**src/rtl/sample_framer.sv**
```systemverilog
module sample_framer #(
  parameter int DEPTH = 8,
  parameter int SW    = 24,
  parameter int STW   = 8
) (
  input  logic          clk,
  input  logic          rst_n,
  input  logic [SW-1:0] smp_data,
  input  logic          smp_valid,
  input  logic          tbrk,
  input  logic          fmt_full,
  input  logic          sclk_en,
  output logic          sdo,
  output logic          sframe,
  output logic          drdy
);
  localparam int EW = SW + STW;
  localparam int AW = $clog2(DEPTH);
  localparam int CW = AW + 1;
  localparam int BW = $clog2(EW);

  logic [EW-1:0] mem [DEPTH];
  logic [AW-1:0] wr_ptr, rd_ptr;
  logic [CW-1:0] used;
  logic          tb_pend, ovf_pend;
  logic [2:0]    seq;
  logic          busy;
  logic [EW-1:0] shreg;
  logic [BW-1:0] bit_idx, last_idx;

  wire full = (used == CW'(DEPTH));
  wire push = smp_valid && !full;
  wire pop  = !busy && (used != '0);
  wire [STW-1:0] status = {tb_pend, ovf_pend, {(STW-5){1'b0}}, seq};
  wire [EW-1:0] head = mem[rd_ptr];

  assign sframe = busy;
  assign sdo    = busy & shreg[EW-1];
  assign drdy   = (used != '0);

  always_ff @(posedge clk)
    if (push) mem[wr_ptr] <= {status, smp_data};

  always_ff @(posedge clk or negedge rst_n)
    if (!rst_n) begin
      wr_ptr <= '0;
      rd_ptr <= '0;
      used   <= '0;
    end else begin
      if (push) wr_ptr <= (wr_ptr == AW'(DEPTH-1)) ? '0 : wr_ptr + 1'b1;
      if (pop)  rd_ptr <= (rd_ptr == AW'(DEPTH-1)) ? '0 : rd_ptr + 1'b1;
      case ({push, pop})
        2'b10:   used <= used + 1'b1;
        2'b01:   used <= used - 1'b1;
        default: used <= used;
      endcase
    end

  always_ff @(posedge clk or negedge rst_n)
    if (!rst_n) begin
      tb_pend  <= 1'b0;
      ovf_pend <= 1'b0;
      seq      <= '0;
    end else if (push) begin
      tb_pend  <= tbrk;
      ovf_pend <= 1'b0;
      seq      <= seq + 1'b1;
    end else begin
      tb_pend  <= tb_pend | tbrk;
      ovf_pend <= ovf_pend | smp_valid;
    end

  always_ff @(posedge clk or negedge rst_n)
    if (!rst_n) begin
      busy     <= 1'b0;
      shreg    <= '0;
      bit_idx  <= '0;
      last_idx <= '0;
    end else if (pop) begin
      busy     <= 1'b1;
      bit_idx  <= '0;
      last_idx <= fmt_full ? BW'(EW-1) : BW'(SW-1);
      shreg    <= fmt_full ? head : {head[SW-1:0], {STW{1'b0}}};
    end else if (busy && sclk_en) begin
      if (bit_idx == last_idx) busy <= 1'b0;
      else begin
        shreg   <= shreg << 1;
        bit_idx <= bit_idx + 1'b1;
      end
    end
endmodule

```
**config.mk**
```make
export PLATFORM = sky130hd
export DESIGN_NAME = sample_framer
export DESIGN_NICKNAME = d
export VERILOG_FILES = /design/src/rtl/sample_framer.sv
export SDC_FILE = /design/constraint.sdc
export NUM_CORES = 1
export LEC_CHECK = 0
export ABC_AREA = 1
export BUFFER_PORTS_ARGS = -buffer_cell sky130_fd_sc_hd__buf_2
export CAP_MARGIN = 20
export CORE_MARGIN = 2
export CORE_UTILIZATION = 48
export DETAILED_ROUTE_END_ITERATION = 16
export HOLD_SLACK_MARGIN = 0.05
export PLACE_DENSITY = 0.73
export SLEW_MARGIN = 20
export SYNTH_ARGS = -nofsm -noshare
export SYNTH_HDL_FRONTEND = slang
export SYNTH_SLANG_ARGS = --single-unit
export TNS_END_PERCENT = 5
```
**constraint.sdc**
```tcl
create_clock -name clk -period 3.8 [get_ports clk]
set_clock_uncertainty 0.15 [all_clocks]
set_input_delay 0.57 -clock clk [delete_from_list [all_inputs] [get_ports clk]]
set_output_delay 0.57 -clock clk [all_outputs]
set_load 0.01 [all_outputs]
```
==> flow_metrics.py <==
metrics = {
    "sta": {
        "grt_setup_unrepaired": "false",
        "setup_violations": 0,
        "fmax_mhz": 364,
        "slew_headroom": 0.335,
        "report.final.slew_viol_count": 0,
        "setup_tns_ns": 0,
        "hold_ws_ns": 0.0603,
        "finalCriticalPeriod_ns": 2.75,
        "hold_violations": 0,
        "fin_ws_ns": 1.05,
        "fin_crit_sh": 0.723,
        "tightestPinTransition_ns": 0.995,
    },
    "worst_setup_path": {
        "startpoint_type": "flip-flop",
        "crit_path_end_kind": "flip-flop",
        "cpMaxStageDelayCell": "dfrtp_1",
        "r2r.worst_path.cells": 13,
        "path_depth": 13,
        "worst_path_dominant_cell_family": "simple AND/OR/NAND/NOR gates",
        "path_buf_inv": 2,
        "cp.required_ns": 4.10,
        "cp_slowest_stage_delay_ns": 0.43,
        "path_cells": "nor2_2 > nand2_4 > nand2_4 > inv_2 > ha_1 > nand2_1 > inv_1 > nor2_1 > ha_1 > a21oi_1 > a21oi_1 > o21ai_0 > o21a_1",
        "critical_path_class": "flip-flop to flip-flop",
        "worst-path-max-fanout": 37,
        "worstPathArrival_ns": 3.05,
    },
    "floorplan": {
        "core.rowCount": 59,
        "dieWidth_um": 165,
        "dieArea_sq_um": 27400,
        "fp.dieH_um": 165,
        "ioPinCount": 33,
        "initial_core_util": 0.485,
        "core-area_sq_um": 25800,
    },
    "yosys": {
        "ys_types": 30,
        "ys.warnings.count": 0,
        "netlist_instances": 1233,
        "netlist_area_sq_um": 12500,
        "yosysSeqAreaShare": 0.666,
        "syn_nets": 1272,
        "synth_edf_count": 232,
        "yosysTopAreaCellShare": 0.557,
        "yosys.area.top_type": "edfxtp_1",
        "synth-async-reset-ratio": 0.192,
        "ys_ff_latch": 287,
        "synth.top_cells.by_area": "edfxtp_1 56%, nand2_1 13%, dfrtp_1 11%",
        "ys.flop_type": "edfxtp_1",
        "avgSynthCellArea_sq_um": 10.2,
    },
    "clock_network": {
        "cts.root.buffer_cell": "clkbuf_16",
        "insertion_delay_ns": 0.56,
        "clockBufferDepth": 3,
        "cts_tree": "done",
        "cts_num_sinks": 287,
        "clk_pin_slew_ns": 0.06,
        "numCtsBuffers": 30,
        "cts_resized": 0,
        "htree_levels": 1,
        "postCtsSetupBuffers": 0,
    },
    "final_layout": {
        "layout_common_cells": "434 x nand2_1, 232 x edfxtp_1, 181 x nand3_1, 127 x inv_1, 53 x dfrtp_1",
        "drive_gt1_frac": 0.0956,
        "final_common_cell": "nand2_1",
        "nNetsFinal": 1291,
        "syn2layout_area_growth_pct": 12.2,
        "layout.cells.non_filler": 1611,
        "antennaDiodeCount": 0,
    },
    "placed_design": {
        "place_ws_ns": 1.03,
        "placed_cells": 1554,
        "io_buffer_count": 32,
        "dp.final_hpwl_um": 16200,
        "place.gp.congestion": 0.851,
    },
    "run_status": {
        "run_status": "completed",
    },
    "grt": {
        "grt_pass1_vias": 8020,
        "grt.total_usage": 0.207,
        "overflow": 0,
        "antenna_found_initial": 0,
        "grt_max_degree": 90,
        "grt_first_pass_wirelength_um": 43400,
    },
    "pwr": {
        "ir_worst_vdd_mv": 0.468,
        "p_per_area_nw_per_um2": 738,
        "cellLeakagePower_nw": 6.03,
        "power.total_mw": 10.4,
    },
    "detailed_routing": {
        "wl_per_cell_um": 17.2,
        "drt_iter0_markers": 786,
        "drt_wl_total_um": 27700,
        "drc": 0,
        "antenna_left": 0,
        "first_pass_iters": 5,
        "viasPerCell": 5.28,
        "num_vias": 8499,
    },
    "min_path": {
        "hp-class": "primary input to flip-flop",
        "min_path_cells": 2,
    },
    "flow_run": {
        "max_cap_viol_count": 0,
    },
}
## worst paths after layout
kind / startpoint / to / slack (ns)
max: used[1]$_DFFE_PN0P_ / used[2]$_DFFE_PN0P_ / 1.05
min: tbrk / tb_pend$_DFF_PN0_ / 0.06
max reg2reg: used[1]$_DFFE_PN0P_ / used[2]$_DFFE_PN0P_ / 1.05
min reg2reg: shreg[21]$_DFFE_PN0P_ / shreg[21]$_DFFE_PN0P_ / 0.33
max in group asynchronous: rst_n / shreg[18]$_DFFE_PN0P_ / 2.20
min in group asynchronous: rst_n / used[3]$_DFFE_PN0P_ / 0.48
## worst register-to-register path: stages, from the launching register on
cell	delay (ns)
dfrtp_1	0.43
nor2_2	0.19
nand2_4	0.08
nand2_4	0.35
inv_2	0.22
ha_1	0.27
nand2_1	0.09
inv_1	0.05
nor2_1	0.18
ha_1	0.19
a21oi_1	0.05
a21oi_1	0.17
o21ai_0	0.10
o21a_1	0.11
## registers in the layout, indices dropped and copies added, names as in the netlist, named ones only
| register | flops |
|---|---|
| bit_idx | 5 |
| last_idx | 2 |
| mem | 232 |
| rd_ptr | 3 |
| seq | 3 |
| sframe | 1 |
| shreg | 32 |
| tb_pend | 1 |
| used | 4 |
| wr_ptr | 3 |
## final cells by class
type / instances / area [sq um]
inverters: 132 / 498
multi-input cells: 754 / 3410
flip-flops and latches: 287 / 8350
well taps: 335 / 419
fillers: 2141 / 11800
repair buffers: 47 / 300
clock buffers: 37 / 787
clock inverters: 19 / 292
## report_power, final
group          internal, mW  switching, mW  total, mW  leakage, nW
Clock                  1.95           1.21       3.16        0.525
Combinational         0.828           1.98       2.80         2.68
Sequential             4.04          0.369       4.41         2.82
## metrics by stage
step / cell area [sq um] / util
global route: 14000 / 0.544
floorplan: 12500 / -
finish: 14000 / 0.544
global placement: 13000 / 0.502
detailed placement: 13000 / 0.502
CTS: 14000 / 0.544
## cells in the mapped netlist, types with 4 or more instances
master    instances
o211ai_1         10
buf_1             5
buf_4             8
xor2_1            4
inv_2             5
clkbuf_1         14
nand3_1         181
o21ai_0          21
edfxtp_1        232
dfrtp_1          55
ha_1              9
buf_2            27
o21ai_1           9
buf_6             6
nor2_1           58
nand2_1         434
nand2_2           4
xnor2_1           5
inv_1           127
## logic make-up (layout without fill, tap and decap cells)
family | Yosys count | after routing | share of synthesized area
fa+ha+maj | 9 | 9 | 0.00900
compound gates | 48 | 48 | 0.0227
xor+xnor | 9 | 9 | 0.00630
simple gates | 688 | 688 | 0.229
buf+inv | 192 | 235 | 0.0663
flops | 287 | 287 | 0.666
## repair_timing
| item | 4_1_cts | 5_1_grt |
|---|---|---|
| hold buffers | 1 | 0 |
| endpoints found under the hold margin | 32 | 0 |
| endpoints found under the setup margin | 0 | 0 |
## per-layer routing
| metal | global-route usage | up-vias | share of wire | routed length [um] |
|---|---|---|---|---|
| li1 | - | 4079 | - | - |
| met4 | 0.0752 | 0 | 0.035 | 975 |
| met2 | 0.326 | 342 | 0.46 | 12700 |
| met3 | 0.0350 | 63 | 0.074 | 2060 |
| met5 | 0 | - | 0 | 0 |
| met1 | 0.290 | 4015 | 0.43 | 11900 |
Note: power is estimated with default switching activity, not from simulation.
